--- src/rtl/shm_pkg.sv ---
package shm_pkg;

    typedef enum logic [2:0] {
        PH_IDLE    = 3'd0,
        PH_ERASE   = 3'd1,
        PH_PROGRAM = 3'd2,
        PH_PAD     = 3'd3,
        PH_RECALL  = 3'd4
    } shm_phase_e;

endpackage

--- src/rtl/shm_array.sv ---
module shm_array #(
    parameter int ADDR_W = 4,
    parameter int DATA_W = 8
) (
    input  logic              clk,
    input  logic              wr_en,
    input  logic [ADDR_W-1:0] wr_addr,
    input  logic [DATA_W-1:0] wr_data,
    input  logic [ADDR_W-1:0] rd_addr,
    output logic [DATA_W-1:0] rd_data
);
    localparam int DEPTH = 1 << ADDR_W;

    logic [DATA_W-1:0] mem_q [DEPTH];

    always_ff @(posedge clk) begin
        if (wr_en) begin
            mem_q[wr_addr] <= wr_data;
        end
    end

    assign rd_data = mem_q[rd_addr];
endmodule

--- src/rtl/shm_seq.sv ---
module shm_seq
    import shm_pkg::*;
#(
    parameter int ADDR_W       = 4,
    parameter int STORE_CYCLES = 100
) (
    input  logic              clk,
    input  logic              rst_n,
    input  logic              store_req,
    input  logic              recall_req,
    output shm_phase_e        phase,
    output logic [ADDR_W-1:0] idx
);
    localparam int DEPTH      = 1 << ADDR_W;
    localparam int BUSY_STORE = (STORE_CYCLES > 2 * DEPTH) ? STORE_CYCLES : 2 * DEPTH;
    localparam int CNT_W      = $clog2(BUSY_STORE + 1);
    localparam logic [ADDR_W-1:0] LAST_IDX  = ADDR_W'(DEPTH - 1);
    localparam logic [CNT_W-1:0]  PAD_LIMIT = CNT_W'(STORE_CYCLES - 1);

    typedef struct packed {
        shm_phase_e        phase;
        logic [ADDR_W-1:0] idx;
        logic [CNT_W-1:0]  cnt;
    } seq_state_t;

    seq_state_t st_d, st_q;

    always_comb begin
        st_d = st_q;
        unique case (st_q.phase)
            PH_IDLE: begin
                st_d.idx = '0;
                st_d.cnt = '0;
                if (store_req) begin
                    st_d.phase = PH_ERASE;
                end else if (recall_req) begin
                    st_d.phase = PH_RECALL;
                end
            end
            PH_ERASE: begin
                st_d.idx = st_q.idx + 1'b1;
                st_d.cnt = st_q.cnt + 1'b1;
                if (st_q.idx == LAST_IDX) begin
                    st_d.phase = PH_PROGRAM;
                end
            end
            PH_PROGRAM: begin
                st_d.idx = st_q.idx + 1'b1;
                st_d.cnt = st_q.cnt + 1'b1;
                if (st_q.idx == LAST_IDX) begin
                    st_d.phase = (st_q.cnt >= PAD_LIMIT) ? PH_IDLE : PH_PAD;
                end
            end
            PH_PAD: begin
                st_d.cnt = st_q.cnt + 1'b1;
                if (st_q.cnt >= PAD_LIMIT) begin
                    st_d.phase = PH_IDLE;
                end
            end
            PH_RECALL: begin
                st_d.idx = st_q.idx + 1'b1;
                if (st_q.idx == LAST_IDX) begin
                    st_d.phase = PH_IDLE;
                end
            end
            default: st_d.phase = PH_IDLE;
        endcase
    end

    always_ff @(posedge clk or negedge rst_n) begin
        if (!rst_n) begin
            st_q <= '{phase: PH_IDLE, idx: '0, cnt: '0};
        end else begin
            st_q <= st_d;
        end
    end

    assign phase = st_q.phase;
    assign idx   = st_q.idx;
endmodule

--- src/rtl/shadow_mem_engine.sv ---
module shadow_mem_engine
    import shm_pkg::*;
#(
    parameter int ADDR_W       = 4,
    parameter int DATA_W       = 8,
    parameter int STORE_CYCLES = 100
) (
    input  logic              clk,
    input  logic              rst_n,
    input  logic              ce,
    input  logic              we,
    input  logic [ADDR_W-1:0] addr,
    input  logic [DATA_W-1:0] wdata,
    output logic [DATA_W-1:0] rdata,
    input  logic              store_req,
    input  logic              recall_req,
    output logic              busy
);
    shm_phase_e        phase;
    logic [ADDR_W-1:0] idx;

    logic              ext_wr, ext_rd;
    logic              sram_we;
    logic [ADDR_W-1:0] sram_waddr, sram_raddr;
    logic [DATA_W-1:0] sram_wdata, sram_rdata;
    logic              shd_we;
    logic [DATA_W-1:0] shd_wdata, shd_rdata;
    logic [DATA_W-1:0] rdata_d, rdata_q;

    shm_seq #(
        .ADDR_W      (ADDR_W),
        .STORE_CYCLES(STORE_CYCLES)
    ) u_seq (
        .clk       (clk),
        .rst_n     (rst_n),
        .store_req (store_req),
        .recall_req(recall_req),
        .phase     (phase),
        .idx       (idx)
    );

    always_comb begin
        busy   = (phase != PH_IDLE);
        ext_wr = ce && we && !busy;
        ext_rd = ce && !we && !busy;

        if (phase == PH_RECALL) begin
            sram_we    = 1'b1;
            sram_waddr = idx;
            sram_wdata = shd_rdata;
        end else begin
            sram_we    = ext_wr;
            sram_waddr = addr;
            sram_wdata = wdata;
        end
        sram_raddr = busy ? idx : addr;

        shd_we    = (phase == PH_ERASE) || (phase == PH_PROGRAM);
        shd_wdata = (phase == PH_ERASE) ? {DATA_W{1'b1}} : sram_rdata;

        rdata_d = ext_rd ? sram_rdata : rdata_q;
    end

    shm_array #(.ADDR_W(ADDR_W), .DATA_W(DATA_W)) u_sram (
        .clk    (clk),
        .wr_en  (sram_we),
        .wr_addr(sram_waddr),
        .wr_data(sram_wdata),
        .rd_addr(sram_raddr),
        .rd_data(sram_rdata)
    );

    shm_array #(.ADDR_W(ADDR_W), .DATA_W(DATA_W)) u_shadow (
        .clk    (clk),
        .wr_en  (shd_we),
        .wr_addr(idx),
        .wr_data(shd_wdata),
        .rd_addr(idx),
        .rd_data(shd_rdata)
    );

    always_ff @(posedge clk or negedge rst_n) begin
        if (!rst_n) begin
            rdata_q <= '0;
        end else begin
            rdata_q <= rdata_d;
        end
    end

    assign rdata = rdata_q;
endmodule

--- config.mk ---
export PLATFORM = sky130hd
export DESIGN_NAME = shadow_mem_engine
export DESIGN_NICKNAME = d
export VERILOG_FILES = /design/src/rtl/shm_pkg.sv /design/src/rtl/shm_array.sv /design/src/rtl/shm_seq.sv /design/src/rtl/shadow_mem_engine.sv
export SDC_FILE = /design/constraint.sdc
export NUM_CORES = 1
export LEC_CHECK = 0
export ABC_CLOCK_PERIOD_IN_PS = 8200
export CAP_MARGIN = 20
export CORE_MARGIN = 4
export CORE_UTILIZATION = 44
export CTS_BUF_LIST = sky130_fd_sc_hd__clkbuf_8
export CTS_CLUSTER_SIZE = 20
export DETAILED_ROUTE_END_ITERATION = 8
export HOLD_SLACK_MARGIN = 0.12
export MAX_ROUTING_LAYER = met4
export PLACE_DENSITY = 0.7
export SYNTH_ARGS = -nofsm -noshare
export SYNTH_HDL_FRONTEND = slang
export SYNTH_SLANG_ARGS = --single-unit
export TNS_END_PERCENT = 100
--- constraint.sdc ---
create_clock -name clk -period 8.2 [get_ports clk]
set_input_delay 0.82 -clock clk [delete_from_list [all_inputs] [get_ports clk]]
set_output_delay 0.82 -clock clk [all_outputs]
set_load 0.02 [all_outputs]
---- Word-level counts from Yosys, hierarchy flattened ----
Memories as Yosys holds them, arrays and structs flattened.
Index checks and enable logic that the tools add are counted.
word-level totals
  register bits after elaboration ......... 22
  bits in writable memories ............... 256
  input port bits ......................... 18
  output and inout bits ................... 9
  word-level logic and storage cells ...... 52
  memories ................................ 2
operators by class
  $add $sub $neg .......................... 2
  order comparisons ....................... 1
  equality and inequality tests ........... 10
  muxes and demuxes ....................... 19
  reduce and logical (&&, ||, !) cells .... 14
memories
  name            words  bits a word  read ports  clocked after Yosys merged registers in  write ports  line             text
  u_shadow.mem_q  16     8            1           0                                        1            shm_array.sv:14  logic [DATA_W-1:0] mem_q [DEPTH];
  u_sram.mem_q    16     8            1           0                                        1            shm_array.sv:14
operators by type and width
  cell                                                       count
  two-way mux 3 bit                                          6
  two-way mux 8 bit                                          2
  case mux 3 bit (5 select lines)                            1
  case mux 7 bit (2 select lines)                            1
  two-way mux 4 bit                                          2
  != test 2 x 1 -> 1 bit (second input constant)             4
  case mux 4 bit (2 select lines)                            1
  adder 7 x 1 -> 7 bit (second input constant)               1
  greater-or-equal comparator 7 bit (second input constant)  1
  == test 3 x 2 -> 1 bit (second input constant)             2
  OR reduction 3 bit                                         2
  two-way mux 1 bit                                          5
  AND reduction 5 bit                                        1
  adder 4 x 1 -> 4 bit (second input constant)               1
  == test 4 bit (second input constant)                      1
  logical AND 1 bit                                          4
  nonzero test 2 bit                                         2
  == test 3 x 1 -> 1 bit (second input constant)             1
  == test 3 bit (second input constant)                      1
  zero test 3 bit                                            1
  != test 3 bit (second input constant)                      1
  nonzero test 3 bit                                         1
  zero test 1 bit                                            2
  two-way mux 2 bit                                          1
  logical OR 1 bit                                           1

---- Longest topological paths before layout ----
Gate-level depths: netlist of the first run.
  word-level depth ........................ 6
  gate-level depth with buffers ........... 9
  mapped depth without buffers ............ 7

---- By module ----
From an unflattened synthesis of the first run, not the netlist that was laid out.
second synthesis, totals
  cells, all modules ...................... 582
  area, all modules ....................... 11431.0 sq um
by module, submodules not included
  module             instances  cells an instance  area an instance (sq um)  sequential area each (sq um)
  shm_array          2          221                4987.3                    3843.7
  shm_seq            1          90                 845.8                     350.3
  shadow_mem_engine  1          50                 610.6                     200.2

---- Least setup slack after synthesis of the first run ----
No wires, ideal clock.
  path type ............................... input -> register
  from .................................... in addr[2]
  to ...................................... mem u_shadow.mem_q[0][1], data pin
  library setup time ...................... 0.396 ns
  arrival ................................. 2.545 ns
  required time ........................... 7.804 ns
  setup slack ............................. 5.259 ns
  cell stages on the path ................. 6
  path buffers ............................ 1
  cell sequence ........................... or4_1 -> buf_2 -> o32ai_1 -> a32oi_1 -> a41oi_1 -> o2111ai_1
between the ends
  cells in the longest elaborated chain, start to end .. 3
ends and longest elaborated chain
  item                      line                     text
  from (decl)               shadow_mem_engine.sv:12  input logic [ADDR_W-1:0] addr,
  two-way mux 4 bit         shadow_mem_engine.sv:56  sram_raddr = busy ? idx : addr;
  memory read (16 x 8 bit)  n/a
  two-way mux 8 bit         shadow_mem_engine.sv:59  shd_wdata = (phase == PH_ERASE) ? {DATA_W{1'b1}} : sram_rdata;
  via shd_wdata[1]          shadow_mem_engine.sv:27  logic [DATA_W-1:0] shd_wdata, shd_rdata;
  to (decl)                 shm_array.sv:14
The timed path passes the listed nets, and every way through them passes these cells.

---- Final worst setup path of the first run ----
  from .................................... reg u_seq.st_q, in the netlist u_seq.phase[1]
  to ...................................... mem u_shadow.mem_q[15][1], data pin
between the ends
  cells in the longest elaborated chain, start to end .. 4
  elaborated cells between the ends (all ways) .. 5
  classes of those cells .................. eq/ne: 1; mux: 2; reduce/logical: 1; memory: 1
ends and longest elaborated chain
  item                      line                     text
  from (decl)               shm_seq.sv:26            seq_state_t st_d, st_q;
  from (signal assigned)    shm_seq.sv:72            st_q <= '{phase: PH_IDLE, idx: '0, cnt: '0};
  from (signal assigned)    shm_seq.sv:74            st_q <= st_d;
  nonzero test 3 bit        shadow_mem_engine.sv:43  busy = (phase != PH_IDLE);
  two-way mux 4 bit         shadow_mem_engine.sv:56
  memory read (16 x 8 bit)  n/a
  two-way mux 8 bit *       shadow_mem_engine.sv:59
  via shd_wdata[1]          shadow_mem_engine.sv:27
Mark *: on every way through the listed nets, which the timed path passes. The rest lies on a longest branch.

==> impl_metrics.env, run 1 <==
export IMPL_hold_violations=0
export IMPL_clock_root_buffer="clkbuf_8"
export IMPL_ys_seq_area_frac=0.686
export IMPL_hold_buffers=0
export IMPL_ys_seq_elements=278
export IMPL_yosys_warnings=0
export IMPL_seq_area_um2=8240
export IMPL_multi_input_area_um2=3540
export IMPL_die_h_um=173
export IMPL_p_leak_nw=4.47
export IMPL_n_antenna_cell=0
export IMPL_worstPathMaxFanout=20
export IMPL_r2r_setup_slack_ps=4010
export IMPL_synth_cell_types=66
export IMPL_synth_simple_area_share=0.0730
export IMPL_num_nets_final=815
export IMPL_tritoncts="done"
export IMPL_power_frac_comb=0.325
export IMPL_switching_share=0.337
export IMPL_clk_latency_ps=570
export IMPL_critPathArrivalTime_ps=4260
export IMPL_maxSlewHeadroom=0.201
export IMPL_switchingPower_mw=1.60
export IMPL_core_rowCount=60
export IMPL_clkPwrFrac=0.253
export IMPL_drt_first_pass_iters=5
export IMPL_synthCells=742
export IMPL_fin_crit_sh=0.511
export IMPL_drt_total_wl_um=29800
export IMPL_setup_viol=0
export IMPL_holdWs_ps=521
export IMPL_overflow=0
export IMPL_muxShareOfSynthArea=0.145
export IMPL_syn_num_nets=765
export IMPL_first_global_vias=7186
export IMPL_vias_per_cell=6.13
export IMPL_r2r_end="u_shadow.mem_q[15][1]"
export IMPL_synth_ff_type="edfxtp_1"
export IMPL_ant_nets=0
export IMPL_rsz0062_at_grt="false"
export IMPL_die_w_um=173
export IMPL_pwr_share_seq=0.422
export IMPL_startpoint_type="flop"
export IMPL_setup_worst_path_start="u_seq.phase[1]"
export IMPL_period_minus_slack_ps=4190
export IMPL_synth_edf_count=256
export IMPL_cts_made_buffers=45
export IMPL_vias=7161
export IMPL_tns_ps=0
export IMPL_start_util=0.447
export IMPL_synth_compound_area_frac=0.0687
export IMPL_synth_xor_area_frac=0.00219
export IMPL_worstSetupEndpoint="u_shadow.mem_q[15][1]"
export IMPL_maxCapViolations=0
export IMPL_min_path_type="reg -> reg"
export IMPL_grt_antenna_before_repair=0
export IMPL_cp_required_ps=8280
export IMPL_outcome="finished, final reports clean"
export IMPL_grtUsageTotal=0.203
export IMPL_cts_setup_buffers=0
export IMPL_fmax_mhz=239
export IMPL_worst_slew_pin_slew_ps=1190
export IMPL_synth_top_family_by_area="multiplexers"
export IMPL_cts_resized=0
export IMPL_path_class="reg -> reg"
export IMPL_cts_sinks=278
export IMPL_syn_to_final_growth_pct=13.6
export IMPL_avgSynthCellArea_um2=16.2
export IMPL_fill_cells=2183
export IMPL_r2r_start="u_seq.phase[1]"
export IMPL_power_density_nw_per_um2=348
export IMPL_routedWlPerCell_um=25.5
export IMPL_slew_violations=0
export IMPL_core_um2=26900
export IMPL_ioPinCount=27
export IMPL_globalplace_congestion=0.938
export IMPL_hpwl_um=19300
export IMPL_drc=0
export IMPL_skew_ps=26.8
export IMPL_portBuffers=26
export IMPL_end_kind="flop"
export IMPL_r2r_cells=9
export IMPL_drt_iter0_drc=1120
export IMPL_h_tree_depth=2
export IMPL_irDropWorstVdd_uv=167
export IMPL_drive_above_1_share=0.215
export IMPL_grt_pass1_wl_um=44800
export IMPL_clk_pin_slew_ps=60
export IMPL_grt_max_degree=47
export IMPL_synth_area_um2=12000
export IMPL_synthAdderAreaFrac=0.00521
export IMPL_cts_buffer_depth=3
export IMPL_async_reset_ff_frac=0.0791
export IMPL_dieArea_um2=30000
export IMPL_internal_power_mw=3.15
## worst max-delay path, stage by stage (launching register included)
cell       delay (ps)
dfrtp_1           740
nor3_2            110
buf_4             250
inv_1             650
mux2i_2           460
buf_4             300
mux2i_1           210
a21oi_1            90
a41oi_1           270
o2111ai_1         610
## per-layer routing
| layer | share of wire | vias to the layer above | track usage |
|---|---|---|---|
| met5 | 0 | - | - |
| met4 | 0.027 | 0 | 0.0688 |
| met3 | 0.092 | 76 | 0.0467 |
| met2 | 0.47 | 362 | 0.309 |
| met1 | 0.41 | 3627 | 0.273 |
| li1 | - | 3096 | - |
## flip-flops by register name, indices dropped and copies added (netlist names)
signal          flops
u_seq.phase         3
u_sram.mem_q      128
rdata               8
u_shadow.mem_q    128
u_seq.idx           4
u_seq.st_q          7
## kinds of logic (layout without fill, tap and decap cells)
logic type	count (synthesis)	after routing
AO/OA/AOI/OAI	120	120
AND/OR/NAND/NOR	177	177
XOR/XNOR	3	3
flip-flops	278	278
adder cells (fa/ha/maj)	5	5
buffers and inverters	56	142
multiplexers	103	103
## cells in the mapped netlist (all sizes together), types with 13 or more instances
cell type | instances | area share
edfxtp | 256 | 0.64
mux2i | 32 | 0.027
dfrtp | 22 | 0.046
clkbuf | 24 | 0.0076
nand2 | 31 | 0.010
a21oi | 17 | 0.0071
nor2 | 62 | 0.020
mux4 | 55 | 0.10
buf | 25 | 0.010
o21ai | 28 | 0.012
a31oi | 16 | 0.0083
nand3 | 29 | 0.012
mux2 | 16 | 0.015
nor3 | 13 | 0.0058
## cells in the final DEF (no fill, tap or decap), drive strengths merged, types with 17 or more instances in the layout
cell	instances
nor2	62
nand2	31
edfxtp	256
o21ai	28
mux4	55
dfrtp	22
a21oi	17
inv	26
buf	25
nand3	29
clkdlybuf4s50	26
mux2i	32
clkbuf	58
## stage by stage
step | cell area (µm²) | total power, mW | cells | setup WS (ps) | util
2_1_floorplan | 12000 | 3.04 | 742 | 5260 | -
3_3_place_gp | 12600 | 3.50 | 1075 | 3800 | 0.469
3_5_place_dp | 12600 | 3.54 | 1079 | 3670 | 0.470
4_1_cts | 13600 | 4.74 | 1162 | 4120 | 0.505
5_1_grt | 13700 | 4.98 | 1169 | 3820 | 0.508
6_report | 13700 | 4.75 | 1169 | 4010 | 0.508
## cell type report
type / instances / area share
flip-flops and latches: 278 / 0.604
repair buffers: 52 / 0.0347
multi-input cells: 408 / 0.260
inverters: 7 / 0.00192
clock buffers: 57 / 0.0575
well taps: 341 / 0.0313
clock inverters: 26 / 0.0112
## how the worst min path moves through the flow
stage	to	slack, ps	from	cells after the start
global placement	u_seq.st_q[4]	490	u_seq.st_q[4]	1
detailed placement	u_seq.st_q[4]	510	u_seq.st_q[4]	1
CTS	u_seq.st_q[4]	520	u_seq.st_q[4]	1
global route	u_seq.st_q[4]	570	u_seq.st_q[4]	1
finish	u_seq.st_q[4]	520	u_seq.st_q[4]	1
floorplan	u_seq.st_q[4]	470	u_seq.st_q[4]	1
## power groups by stage
stage,clock (mW),combinational [mW],sequential (mW)
floorplan,0,1.05,1.99
global placement,0,1.47,2.03
detailed placement,0,1.50,2.04
global route,1.29,1.66,2.02
finish,1.20,1.54,2.01
CTS,1.23,1.51,2.01
(Power assumes the default switching activity.)
==> run 2, diff against run 1 <==
--- a/config.mk
+++ b/config.mk
@@ -5,7 +5,7 @@
 export SDC_FILE = /design/constraint.sdc
 export NUM_CORES = 1
 export LEC_CHECK = 0
-export ABC_CLOCK_PERIOD_IN_PS = 8200
+export ABC_CLOCK_PERIOD_IN_PS = 3700
 export CAP_MARGIN = 20
 export CORE_MARGIN = 4
 export CORE_UTILIZATION = 44
@@ -14,7 +14,7 @@
 export DETAILED_ROUTE_END_ITERATION = 8
 export HOLD_SLACK_MARGIN = 0.12
 export MAX_ROUTING_LAYER = met4
-export PLACE_DENSITY = 0.7
+export PLACE_DENSITY = 0.72
 export SYNTH_ARGS = -nofsm -noshare
 export SYNTH_HDL_FRONTEND = slang
 export SYNTH_SLANG_ARGS = --single-unit
==> constraint.sdc (replaced) <==
create_clock -name clk -period 3.7 [get_ports clk]
set_input_delay 0.37 -clock clk [delete_from_list [all_inputs] [get_ports clk]]
set_output_delay 0.37 -clock clk [all_outputs]
set_load 0.02 [all_outputs]
==> run 2 against run 1 <==
Net effect: first-iteration DRC count is 3.6% lower; via count is 2.4% higher; core utilization is 1.1 points higher; hold slack worse by 240 ps; sequential share of layout area is 1.3 points lower; clock power is 130% higher; maximum frequency is 26% higher; count of clock-buffer cells in the layout is 4 lower; combinational power is 130% higher; cell area is 2.2% higher; sequential power is 120% higher; largest power group unchanged.
==> impl_metrics.env, run 2 (synthesized netlist as in run 1, its figures left out) <==
export IMPL_outcome="finished, final reports clean"
export IMPL_first_global_vias=7417
export IMPL_die_h_um=173
export IMPL_core_rowCount=60
export IMPL_slew_violations=0
export IMPL_cts_buffer_depth=3
export IMPL_drive_above_1_share=0.254
export IMPL_startpoint_type="flop"
export IMPL_vias=7333
export IMPL_overflow=0
export IMPL_skew_ps=27.5
export IMPL_path_class="reg -> reg"
export IMPL_cts_sinks=278
export IMPL_vias_per_cell=6.07
export IMPL_setup_viol=0
export IMPL_cp_slowest_cell="nor4b_2"
export IMPL_maxCapViolations=0
export IMPL_cp_required_ps=3980
export IMPL_num_nets_final=858
export IMPL_power_density_nw_per_um2=770
export IMPL_ant_nets=0
export IMPL_hpwl_um=20100
export IMPL_tritoncts="done"
export IMPL_drt_iter0_drc=1080
export IMPL_core_um2=26900
export IMPL_critical_path_most_common_cell="buf_4"
export IMPL_worstPathMaxFanout=16
export IMPL_drt_total_wl_um=29900
export IMPL_irDropWorstVdd_uv=374
export IMPL_clock_root_buffer="clkbuf_8"
export IMPL_start_util=0.447
export IMPL_crit_buf_inv=2
export IMPL_die_w_um=173
export IMPL_tns_ps=0
export IMPL_n_antenna_cell=0
export IMPL_h_tree_depth=2
export IMPL_min_path_type="in -> async"
export IMPL_globalplace_congestion=0.939
export IMPL_final_common_cell="edfxtp_1"
export IMPL_critPathArrivalTime_ps=3600
export IMPL_hold_violations=0
export IMPL_worst_slew_pin_slew_ps=1040
export IMPL_cp_cell_sequence="nor4b_2 > nor2_4 > buf_4 > a21boi_0 > a32oi_1 > a211o_1 > nand2b_1 > buf_4"
export IMPL_period_minus_slack_ps=3320
export IMPL_cts_resized=0
export IMPL_final_cell_mix="edfxtp_1, buf_4, nor2_1, mux4_2, clkbuf_8"
export IMPL_grt_antenna_before_repair=0
export IMPL_cts_setup_buffers=0
export IMPL_portBuffers=26
export IMPL_max_stage_delay_ps=980
export IMPL_rsz0062_at_grt="false"
export IMPL_drt_first_pass_iters=5
export IMPL_grtUsageTotal=0.204
export IMPL_hold_buffers=0
export IMPL_clk_latency_ps=570
export IMPL_end_kind="flop"
export IMPL_critPathTopFamily="simple AND/OR/NAND/NOR gates"
export IMPL_grt_pass1_wl_um=45400
export IMPL_p_leak_nw=4.66
export IMPL_dieArea_um2=30000
export IMPL_grt_max_degree=50
export IMPL_holdWs_ps=285
export IMPL_routedWlPerCell_um=24.8
export IMPL_clk_pin_slew_ps=70
export IMPL_cts_made_buffers=45
export IMPL_syn_to_final_growth_pct=16.2
export IMPL_ioPinCount=27
export IMPL_drc=0
export IMPL_fin_crit_sh=0.896
export IMPL_maxSlewHeadroom=0.302
export IMPL_fmax_mhz=302
==> run 2: cell count changes in the layout (fill, tap and decap cells not counted), sizes merged <==
| cell | delta |
|---|---|
| clkbuf | -5 |
| clkinv | +6 |
| bufinv | +2 |
| inv | -8 |
| buf | +44 |
==> run 2: report_power, final <==
part	switching (mW)	total, mW	leakage [nW]	internal [mW]
Sequential	0.236	4.45	2.56	4.21
Clock	1.19	2.71	0.515	1.51
Combinational	2.16	3.58	1.59	1.42
==> run 2: layout make-up <==
class | instances | area [µm²]
Fill cell | 2176 | 12900
Tap cell | 341 | 427
Sequential cell | 278 | 8240
Timing Repair Buffer | 95 | 791
Inverter | 7 | 26.3
Clock inverter | 26 | 195
Clock buffer | 53 | 729
Multi-Input combinational cell | 408 | 3540
==> run 2: final timing paths <==
| kind | cells past startpoint | slack [ps] | start | to |
|---|---|---|---|---|
| worst max register to register | 8 | 380 | u_seq.phase[2] | u_shadow.mem_q[1][6] |
| worst min register to register | 1 | 520 | u_seq.st_q[4] | u_seq.st_q[4] |
| min in group clk | 3 | 480 | store_req | u_seq.phase[0] |
| max in group asynchronous | 2 | 2740 | rst_n | rdata[3] |
| worst min-delay path | 1 | 290 | rst_n | u_seq.idx[2] |
| worst max-delay path | 8 | 380 | u_seq.phase[2] | u_shadow.mem_q[1][6] |
==> run 2: worst register-to-register path: stages (launching register included) <==
cell and delay [ps]:
dfrtp_1 570, nor4b_2 990, nor2_4 140, buf_4 250, a21boi_0 190, a32oi_1 160
a211o_1 380, nand2b_1 180, buf_4 210
==> run 2: stage by stage <==
stage	setup WS (ps)	instance area [µm²]	cells	total power, mW	util
2_1_floorplan	1090	12000	742	6.74	-
3_3_place_gp	313	13000	1129	8.01	0.485
3_5_place_dp	269	13000	1129	8.07	0.485
4_1_cts	394	14000	1208	10.8	0.519
5_1_grt	164	14000	1208	11.2	0.519
6_report	385	14000	1208	10.7	0.519
==> run 2: routing by layer <==
metal  global-route usage  wire length [µm]  vias to the layer above
li1                     -                 -                     3179
met1                0.282             12300                     3727
met2                0.314             14200                      375
met3               0.0366              2770                       52
met4               0.0582               676                        0
met5                    -                 0                        -
